$ cat src/rtl/rx_fifo_flags.sv
module rx_fifo_flags #(
  parameter int DW    = 8,
  parameter int DEPTH = 16
) (
  input  logic          clk,
  input  logic          rst_n,
  input  logic          rx_valid,
  input  logic [DW-1:0] rx_data,
  output logic          rx_ready,
  input  logic          reg_rd,
  input  logic          reg_wr,
  input  logic [1:0]    reg_addr,
  input  logic [15:0]   reg_wdata,
  output logic [15:0]   reg_rdata
);
  localparam int AW = $clog2(DEPTH);
  localparam int CW = AW + 1;

  logic [DW-1:0] mem [DEPTH];
  logic [AW-1:0] wp, rp;
  logic [CW-1:0] cnt, trig, limit;
  logic [15:0]   ctrl;
  logic          ovr;

  wire empty    = (cnt == '0);
  wire full_mem = (cnt == CW'(DEPTH));
  wire rd_data  = reg_rd && (reg_addr == 2'd0);
  wire rd_line  = reg_rd && (reg_addr == 2'd3);
  wire pop      = rd_data && !empty;
  wire push     = rx_valid && (!full_mem || pop);
  wire drop     = rx_valid && full_mem && !pop;

  always_comb begin
    case (ctrl[8:7])
      2'd0:    trig = CW'(1);
      2'd1:    trig = CW'(4);
      2'd2:    trig = CW'(8);
      default: trig = CW'(14);
    endcase
    case (ctrl[11:9])
      3'd0:    limit = CW'(15);
      3'd1:    limit = CW'(1);
      default: limit = CW'({ctrl[11:9], 1'b0});
    endcase
  end

  wire rx_full = (cnt >= trig);
  wire d_ready = !rx_full && !empty;
  assign rx_ready = (cnt < limit);

  always_comb begin
    case (reg_addr)
      2'd0:    reg_rdata = empty ? 16'h0 : 16'(mem[rp]);
      2'd1:    reg_rdata = ctrl;
      2'd2:    reg_rdata = 16'h0060 | {14'h0, rx_full, d_ready};
      default: reg_rdata = {15'h0, ovr};
    endcase
  end

  always_ff @(posedge clk)
    if (push) mem[wp] <= rx_data;

  always_ff @(posedge clk or negedge rst_n) begin
    if (!rst_n) begin
      wp   <= '0;
      rp   <= '0;
      cnt  <= '0;
      ctrl <= '0;
      ovr  <= 1'b0;
    end else begin
      if (push) wp <= wp + 1'b1;
      if (pop)  rp <= rp + 1'b1;
      cnt <= cnt + CW'(push) - CW'(pop);
      if (reg_wr && reg_addr == 2'd1) ctrl <= reg_wdata;
      if (drop)         ovr <= 1'b1;
      else if (rd_line) ovr <= 1'b0;
    end
  end


  cnt_bound_chk: assert property (@(posedge clk) disable iff (!rst_n)
    cnt <= CW'(DEPTH));


  ovr_set_chk: assert property (@(posedge clk) disable iff (!rst_n)
    drop |=> ovr && $stable(cnt) && $stable(wp));


  both_keep_chk: assert property (@(posedge clk) disable iff (!rst_n)
    (rx_valid && pop) |=> $stable(cnt) && !$rose(ovr));


  empty_pop_chk: assert property (@(posedge clk) disable iff (!rst_n)
    (rd_data && empty && !rx_valid) |=> empty && $stable(rp));


  line_clr_chk: assert property (@(posedge clk) disable iff (!rst_n)
    (rd_line && !drop) |=> !ovr);
endmodule

$ cat config.mk
export PLATFORM = sky130hd
export DESIGN_NAME = rx_fifo_flags
export DESIGN_NICKNAME = d
export VERILOG_FILES = /design/src/rtl/rx_fifo_flags.sv
export SDC_FILE = /design/constraint.sdc
export NUM_CORES = 1
export LEC_CHECK = 0
export ABC_AREA = 1
export BUFFER_PORTS_ARGS = -buffer_cell sky130_fd_sc_hd__buf_2
export CAP_MARGIN = 20
export CORE_MARGIN = 1.5
export CORE_UTILIZATION = 52
export DETAILED_ROUTE_END_ITERATION = 16
export GPL_TIMING_DRIVEN = 0
export PLACE_DENSITY = 0.81
export REMOVE_ABC_BUFFERS = 1
export SETUP_SLACK_MARGIN = 0.02
export SLEW_MARGIN = 40
export SYNTH_ARGS = -nofsm -noshare
export SYNTH_HDL_FRONTEND = slang
export SYNTH_SLANG_ARGS = --single-unit
$ cat constraint.sdc
create_clock -name clk -period 3.05 [get_ports clk]
set_clock_uncertainty 0.05 [all_clocks]
set_input_delay 0.305 -clock clk [delete_from_list [all_inputs] [get_ports clk]]
set_output_delay 0.305 -clock clk [all_outputs]
set_load 0.01 [all_outputs]
Yosys cells after proc, flatten, opt, wreduce, memory -nomap -nowiden
Memory sizes are Yosys's and may differ from the RTL's.
Index checks and enable logic that the tools add are counted.
- memory bits (writable): 128
- input bits: 31
- memories kept: 1
- register bits: 30
- output and inout port bits: 17
- memories (memory ; depth ; bits a word ; rd ports ; clocked after Yosys merged registers in ; wr ports ; RTL line ; RTL):
    mem ; 16 ; 8 ; 1 ; 0 ; 1 ; 19 ; logic [DW-1:0] mem [DEPTH];
- eq/ne operators: 7
- reduce and logical (&&, ||, !) cells: 18
- multiplexer cells: 8
- $add $sub $neg: 4
- order comparisons: 2
- operators by type and width (cell ; number):
    one-hot mux 16 bit (3 select lines) ; 1
    one-hot mux 4 bit (3 select lines) ; 1
    adder 4 x 1 -> 4 bit (second input constant) ; 2
    logical AND 1 bit ; 8
    two-way mux 8 bit ; 1
    one-hot mux 4 bit (2 select lines) ; 1
    equality test 2 bit (second input constant) ; 3
    adder 5 x 1 -> 5 bit ; 1
    equality test 5 bit (second input constant) ; 1
    >= comparator 5 bit ; 1
    zero test 5 bit ; 1
    < comparator 5 bit ; 1
    subtractor 5 x 1 -> 5 bit ; 1
    equality test 2 x 1 -> 1 bit (second input constant) ; 2
    zero test 1 bit ; 4
    zero test 2 bit ; 2
    two-way mux 1 bit ; 4
    equality test 3 x 1 -> 1 bit (second input constant) ; 1
    zero test 3 bit ; 1
    nonzero test 2 bit ; 1
    logical OR 1 bit ; 1

Depth between registers and ports, before layout
Gate-level depths: netlist of the first run.
- word-level depth: 7
- mapped depth: 17

Worst setup path after synthesis of the first run
OpenSTA, ideal clock, no wires.
- path type: flip-flop to flip-flop
- start point: reg cnt[3]
- end point: reg cnt[4]
- stages on the path, launching flop included: 18
- setup time: 0.128 ns
- arrival time: 2.572 ns
- path buffers: 1
- setup slack: 0.300 ns
- cells stage by stage: dfrtp_1 -> inv_1 -> ha_1 -> nand4_4 -> nand2_4 -> inv_6 -> nand2_4 -> nand2_4 -> nand2_4 -> buf_12 -> ha_1 -> inv_1 -> ha_1 -> inv_1 -> fa_1 -> o21ai_0 -> a21oi_1 -> xor2_1
- word-level cells in the longest chain between the ends: 7
- elaborated cells on any way between the ends: 9
- those cells by class: 2 x add/sub; 1 x eq/ne; 6 x reduce/logical
- RTL lines (item ; RTL line ; RTL):
    start, declared ; 21 ; logic [CW-1:0] cnt, trig, limit;
    start signal, assigned ; 73 ; cnt <= cnt + CW'(push) - CW'(pop);
    zero test 5 bit ; 25 ; wire empty = (cnt == '0);
    zero test 1 bit ; 29 ; wire pop = rd_data && !empty;
    logical AND 1 bit ; 29 ;
    logical OR 1 bit ; 30 ; wire push = rx_valid && (!full_mem || pop);
    logical AND 1 bit ; 30 ;
    adder 5 x 1 -> 5 bit ; 73 ;
    subtractor 5 x 1 -> 5 bit * ; 73 ;
Every way passes the cells marked *; elsewhere a longest branch is shown, timed or not.
A chain may end at the register's enable or synchronous reset.

Final worst setup path of the first run
- start point: reg rp[2]
- end point: out reg_rdata[2]
- word-level cells in the longest chain between the ends: 3
- RTL lines (item ; RTL line ; RTL):
    start, declared ; 20 ; logic [AW-1:0] wp, rp;
    start signal, assigned ; 72 ; if (pop) rp <= rp + 1'b1;
    memory read (16 x 8 bit) ; n/a ;
    two-way mux 8 bit ; 53 ; 2'd0: reg_rdata = empty ? 16'h0 : 16'(mem[rp]);
    one-hot mux 16 bit (3 select lines) ; 52 ; case (reg_addr)
    end, declared ; 14 ; output logic [15:0] reg_rdata
Every way passes these cells.

==> flow_metrics.tcl, run 1 <==
set metrics [dict create \
    synth_area_leaders "edfxtp_1 (52%), dfrtp_1 (10%), nand2_1 (8.8%)" \
    ant_nets 0 \
    finalCritPeriodShare_pct 95.3 \
    cp.required_ns 2.69 \
    grtUsageTotal_pct 21.1 \
    wl_per_cell_um 15.7 \
    die_h_um 122 \
    area_growth_pct 12.7 \
    crit_top_cell "nand2_1" \
    dp_cells 891 \
    cts_buffers 17 \
    drt-total-wl_um 14500 \
    cts.clk_slew.worst_paths_ns 0.06 \
    synth_ff_type "edfxtp_1" \
    worstSetupPathType "reg -> out" \
    p_per_area_mw_per_mm2 888 \
    period_needed_ns 2.91 \
    cts.sinks 158 \
    cts_max_path_buffers 2 \
    cp_top_family "flip-flops" \
    synth_edf_count 128 \
    cp_max_fo 18 \
    ir_worst_vdd_uv 481 \
    start_util_pct 53.1 \
    die_w_um 122 \
    seq_area_frac_synth_pct 62.5 \
    ys_ff_latch 158 \
    yosys_warnings 0 \
    ios 48 \
    drive_above_1_share_pct 17.3 \
    portBuffers 47 \
    dpl-instance-area_mm2 0.00763 \
    gp_congestion 0.786 \
    overflow 0 \
    synth_area_per_cell_um2 10.6 \
    maxCapViolCount 0 \
    slowest_delay_ns 0.87 \
    path_buf_inv 2 \
    crit_chain "clkinv_2 > nand3_1 > nand3_1 > nand2_1 > nand2_1 > nand2_1 > buf_2" \
    stdcell_area_mm2 0.00828 \
    status "complete, no violations" \
    route.detailed.drc 0 \
    via_count 4894 \
    firstDrtPassIters 5 \
    dpl.hpwl_um 8900 \
    synth_top_area_cell "edfxtp_1" \
    synthCells 692 \
    rows 43 \
    clkLatencyLatePin_ns 0.43 \
    drt-initial-drc-count 360 \
    p_total_w 0.00735 \
    async_flop_share_pct 19.0 \
    cts-root-buf "clkbuf_16" \
    htree_levels 4 \
    ys_types 33 \
    crit_path_end_kind "output port" \
    utilization_pct 59.9 \
    grt_max_degree 55 \
    grt_pass1_vias 4752 \
    synth_area_mm2 0.00735 \
    max_slew_margin_pct 45.6 \
    cp-start-kind "flip-flop" \
    p_leak_nw 3.42 \
    maxSlewViolCount 0 \
    cts_tree "built" \
    antenna_found_initial 0 \
    setup_viol 0 \
    grt_pass1_wl_um 23500 \
    hold_viol 0 \
    rsz0062_at_grt "no" \
    vias_per_cell 5.28 \
    fmaxAchievable_mhz 344 \
    holdCritPathClass "in -> reg" \
    n_antenna_cell 0 \
    tightestPinTransition_ns 0.816 \
    yosysTopAreaCellShare_pct 52.3 \
    cpMaxStageDelayCell "dfrtp_1" \
    crit_arrival_ns 2.55 \
    core_mm2 0.0138 \
    nNetsFinal 784 \
    stdcell_count 927 \
    n_fill_cell 1053 \
    die-area_mm2 0.0148 \
]
## routing by layer
| metal | up-vias | wire length, µm | track usage [%] |
|---|---|---|---|
| li1 | 2395 | - | - |
| met1 | 2319 | 5920 | 26.2 |
| met2 | 147 | 7490 | 35.0 |
| met3 | 33 | 772 | 4.31 |
| met4 | 0 | 354 | 10.8 |
| met5 | - | 0 | 0 |
## timing repair
item                                   CTS  global route
resized for setup                        2             5
hold buffers                             1             0
buffers inserted                         0             2
cloned                                   1             0
pin swaps                                1             1
endpoints found under the hold margin   30             0
setup endpoints to repair                9             9
## cell usage after synthesis, types with 2 or more instances
library cell,count
buf_12,2
nand2_1,172
nand2_4,5
inv_2,4
buf_6,3
nor2_4,11
nor2_1,67
buf_4,5
xnor2_1,2
mux2_2,6
nor2_2,7
o211ai_1,11
a21oi_1,15
clkinv_1,2
nand2_2,6
inv_1,59
buf_2,13
edfxtp_1,128
nand4_1,2
clkbuf_1,5
xor2_1,7
o21ai_0,25
nand3_1,79
dfrtp_1,30
ha_1,18
## flip-flops by register name (all words and copies together) (netlist names)
signal  count
rp          4
mem       128
cnt         5
ctrl       16
wp          4
ovr         1
## path summary, 6_finish.rpt
check                                  start                  end  slack (ns)  depth (start not counted)
max reg2reg                 cnt[3]$_DFF_PN0_     cnt[4]$_DFF_PN0_        0.21                         16
min reg2reg                  ovr$_DFFE_PN0P_      ovr$_DFFE_PN0P_        0.44                          2
min                             reg_wdata[2]  ctrl[2]$_DFFE_PN0P_        0.06                          2
min in group asynchronous              rst_n  ctrl[1]$_DFFE_PN0P_        0.42                          2
max in group asynchronous              rst_n    rp[0]$_DFFE_PN0N_        2.01                          2
max                        rp[2]$_DFFE_PN0N_         reg_rdata[2]        0.14                          7
## area by class of cell
type	instances	area (µm²)	area share, %
clock buffer	18	429	5.18
multi-input combinational	440	2320	28.0
inverter	66	264	3.19
sequential	158	4600	55.6
tap	180	225	2.72
clock inverter	14	159	1.92
timing repair buffer	51	280	3.39
## layout by cell type (no fill, tap or decap), types with 6 or more instances in the layout
master | netlist | layout
a21oi_1 | 15 | 15
buf_2 | 13 | 47
clkbuf_16 | 0 | 17
dfrtp_1 | 30 | 28
edfxtp_1 | 128 | 128
ha_1 | 18 | 17
inv_1 | 59 | 59
mux2_2 | 6 | 6
nand2_1 | 172 | 172
nand2_2 | 6 | 6
nand3_1 | 79 | 79
nor2_1 | 67 | 67
nor2_2 | 7 | 7
nor2_4 | 11 | 11
o211ai_1 | 11 | 11
o21ai_0 | 25 | 24
xor2_1 | 7 | 7
## cell families after synthesis
group / after synthesis / synth area share [%]
simple gates: 352 / 21.9
flops: 158 / 62.5
mux: 6 / 0.920
fa+ha+maj: 19 / 3.34
buf+inv: 95 / 6.15
compound gates: 53 / 4.05
xor+xnor: 9 / 1.07
## report_power, final
part           leakage [nW]  internal, W  total [W]  switching, W
clock network         0.276      0.00122    0.00209      0.000874
registers              1.50      0.00262    0.00294      0.000325
logic                  1.64     0.000812    0.00232       0.00151
## stage by stage
stage	hold slack (ns)	setup slack (ns)	TNS, ns
6_report	0.0614	0.144	0
5_1_grt	0.0501	0.0216	0
4_1_cts	0.0465	0.0258	0
3_5_place_dp	0.339	-0.103	-0.103
3_3_place_gp	0.337	-1.39	-11.60
2_1_floorplan	-0.0406	-0.0450	-0.156
Power figures use the tool's default switching activity.
==> run 2: changes to the inputs <==
CORE_ASPECT_RATIO = 0.75   (was default)
==> run 2 against run 1 <==
Combinational power rose by 6%. Hold slack improved by 0.0077 ns. Die area barely moved. Highest routed layer unchanged.
==> flow_metrics.tcl, run 2 (synthesized netlist as in run 1, its figures left out) <==
set metrics [dict create \
    status "complete, no violations" \
    fin_ws_ns 0.196 \
    nNetsFinal 787 \
    ant_nets 0 \
    multiInputGateArea_mm2 0.00232 \
    cp-start-kind "flip-flop" \
    p_leak_nw 3.48 \
    n_fill_cell 1000 \
    dpl-instance-area_mm2 0.00763 \
    final_common_cell "nand2_1" \
    maxSlewViolCount 0 \
    core_mm2 0.0137 \
    cts.clk_slew.worst_paths_ns 0.06 \
    start_util_pct 53.4 \
    finalCritPeriodShare_pct 93.6 \
    drt-initial-drc-count 568 \
    final_cell_mix "nand2_1 (172), edfxtp_1 (128), nand3_1 (79), nor2_1 (67), inv_1 (59)" \
    cts.sinks 158 \
    via_count 5113 \
    r2r_cells 15 \
    rsz0062_at_grt "no" \
    portBuffers 47 \
    antenna_found_initial 0 \
    gp_congestion 0.799 \
    startpoint "rp[0]$_DFFE_PN0N_" \
    cp_max_fo 54 \
    tightestPinTransition_ns 0.702 \
    rows 37 \
    cts_max_path_buffers 2 \
    stdcell_area_mm2 0.00835 \
    overflow 0 \
    dpl.hpwl_um 9910 \
    die_w_um 140 \
    firstDrtPassIters 6 \
    htree_levels 4 \
    utilization_pct 60.7 \
    drt-total-wl_um 16500 \
    largest_reg_flops 128 \
    grt_pass1_vias 4842 \
    endpoint "reg_rdata[5]" \
    holdCritPathClass "in -> reg" \
    crit_arrival_ns 2.50 \
    reg_top3 "mem x128, ctrl x16, cnt x5" \
    clkLatencyLatePin_ns 0.42 \
    max_slew_margin_pct 53.2 \
    die-area_mm2 0.0149 \
    cts-root-buf "clkbuf_16" \
    crit_path_end_kind "output port" \
    r2r-end "cnt[4]$_DFF_PN0_" \
    grtUsageTotal_pct 23.2 \
    rrSetupSlack_ns 0.22 \
    area_growth_pct 13.6 \
    ios 48 \
    crit_chain "buf_12 > inv_8 > nand2_1 > nand3_1 > nand3_1 > nand2_1 > nand2_1 > nand2_1 > nand3_1 > nand2_1 > buf_2" \
    n_antenna_cell 0 \
    wl_per_cell_um 17.9 \
    cts_tree "built" \
    p_per_area_mw_per_mm2 916 \
    maxCapViolCount 0 \
    vias_per_cell 5.53 \
    hold_viol 0 \
    crit_top_cell "nand2_1" \
    grt_pass1_wl_um 25700 \
    cpMaxStageDelayCell "dfrtp_4" \
    drive_above_1_share_pct 17.3 \
    fmaxAchievable_mhz 350 \
    route.detailed.drc 0 \
    r2r-start "cnt[1]$_DFF_PN0_" \
    cp.required_ns 2.69 \
    cts_buffers 17 \
    setup_viol 0 \
    slowest_delay_ns 0.61 \
    regArea_mm2 0.00460 \
    worstSetupPathType "reg -> out" \
    top_register "mem" \
    die_h_um 106 \
    ir_worst_vdd_uv 645 \
    period_needed_ns 2.85 \
    grt_max_degree 55 \
    place_ws_ns -0.199 \
]
[run 2: cell count changes in the layout (fill, tap and decap cells not counted)]
cell,previous run,this run
inv_6,5,3
inv_8,2,1
ha_1,17,18
buf_4,2,5
ha_2,1,0
inv_4,1,2
clkinvlp_4,4,0
clkinv_4,2,0
clkbuf_16,17,20
clkbuf_1,1,3
clkbuf_8,0,3
dfrtp_1,28,27
dfrtp_2,1,2
[run 2: how the worst min path moves through the flow]
stage,from,to,cells past startpoint
3_3_place_gp,rst_n,ctrl[14]$_DFFE_PN0P_,1
3_5_place_dp,rst_n,ctrl[14]$_DFFE_PN0P_,1
4_1_cts,reg_wdata[6],ctrl[6]$_DFFE_PN0P_,2
2_1_floorplan,rst_n,cnt[0]$_DFF_PN0_,0
6_report,reg_wdata[5],ctrl[5]$_DFFE_PN0P_,2
5_1_grt,reg_wdata[4],ctrl[4]$_DFFE_PN0P_,2
[run 2: power by group]
group	switching, W	internal, W	total [W]
combinational	0.00164	0.000817	0.00246
sequential	0.000317	0.00262	0.00293
clock	0.000829	0.00143	0.00225
total	0.00279	0.00486	0.00765
[run 2: what timing repair did]
| item | 4_1_cts | 5_1_grt |
|---|---|---|
| setup buffers | 1 | 4 |
| gates resized for setup | 3 | 4 |
| hold endpoints to repair | 30 | 0 |
| hold buffers | 1 | 0 |
| pin swaps | 1 | 1 |
| endpoints found under the setup margin | 9 | 9 |
| cloned | 1 | 0 |
[run 2: cell type report]
type / instances / share of cell area (%)
Timing Repair Buffer: 54 / 3.63
Tap cell: 175 / 2.62
Clock inverter: 6 / 1.06
Multi-Input combinational cell: 440 / 27.8
Inverter: 66 / 3.16
Clock buffer: 26 / 6.62
Sequential cell: 158 / 55.1
[run 2: metal layers]
| metal | vias to the layer above | share of wire, % | global-route usage (%) |
|---|---|---|---|
| met5 | - | 0 | 0 |
| met4 | 0 | 1.1 | 6.32 |
| met3 | 17 | 9.2 | 5.59 |
| met2 | 259 | 48 | 36.7 |
| met1 | 2436 | 42 | 32.5 |
| li1 | 2401 | - | - |
[run 2: metrics by stage]
stage | cells | hold slack (ns) | TNS, ns | total power [W]
floorplan | 663 | -0.0406 | -0.156 | 0.00449
global placement | 885 | 0.331 | -13.26 | 0.00522
detailed placement | 886 | 0.341 | -0.199 | 0.00531
CTS | 921 | 0.0596 | 0 | 0.00761
global route | 925 | 0.0598 | 0 | 0.00806
finish | 925 | 0.0691 | 0 | 0.00765
[run 2: worst max-delay path: cells and delay by family, from the launching register on]
family                 cells  cell delay (ns)
flip-flops                 1             0.61
buffers and inverters      3             0.65
AND/OR/NAND/NOR            8             0.76
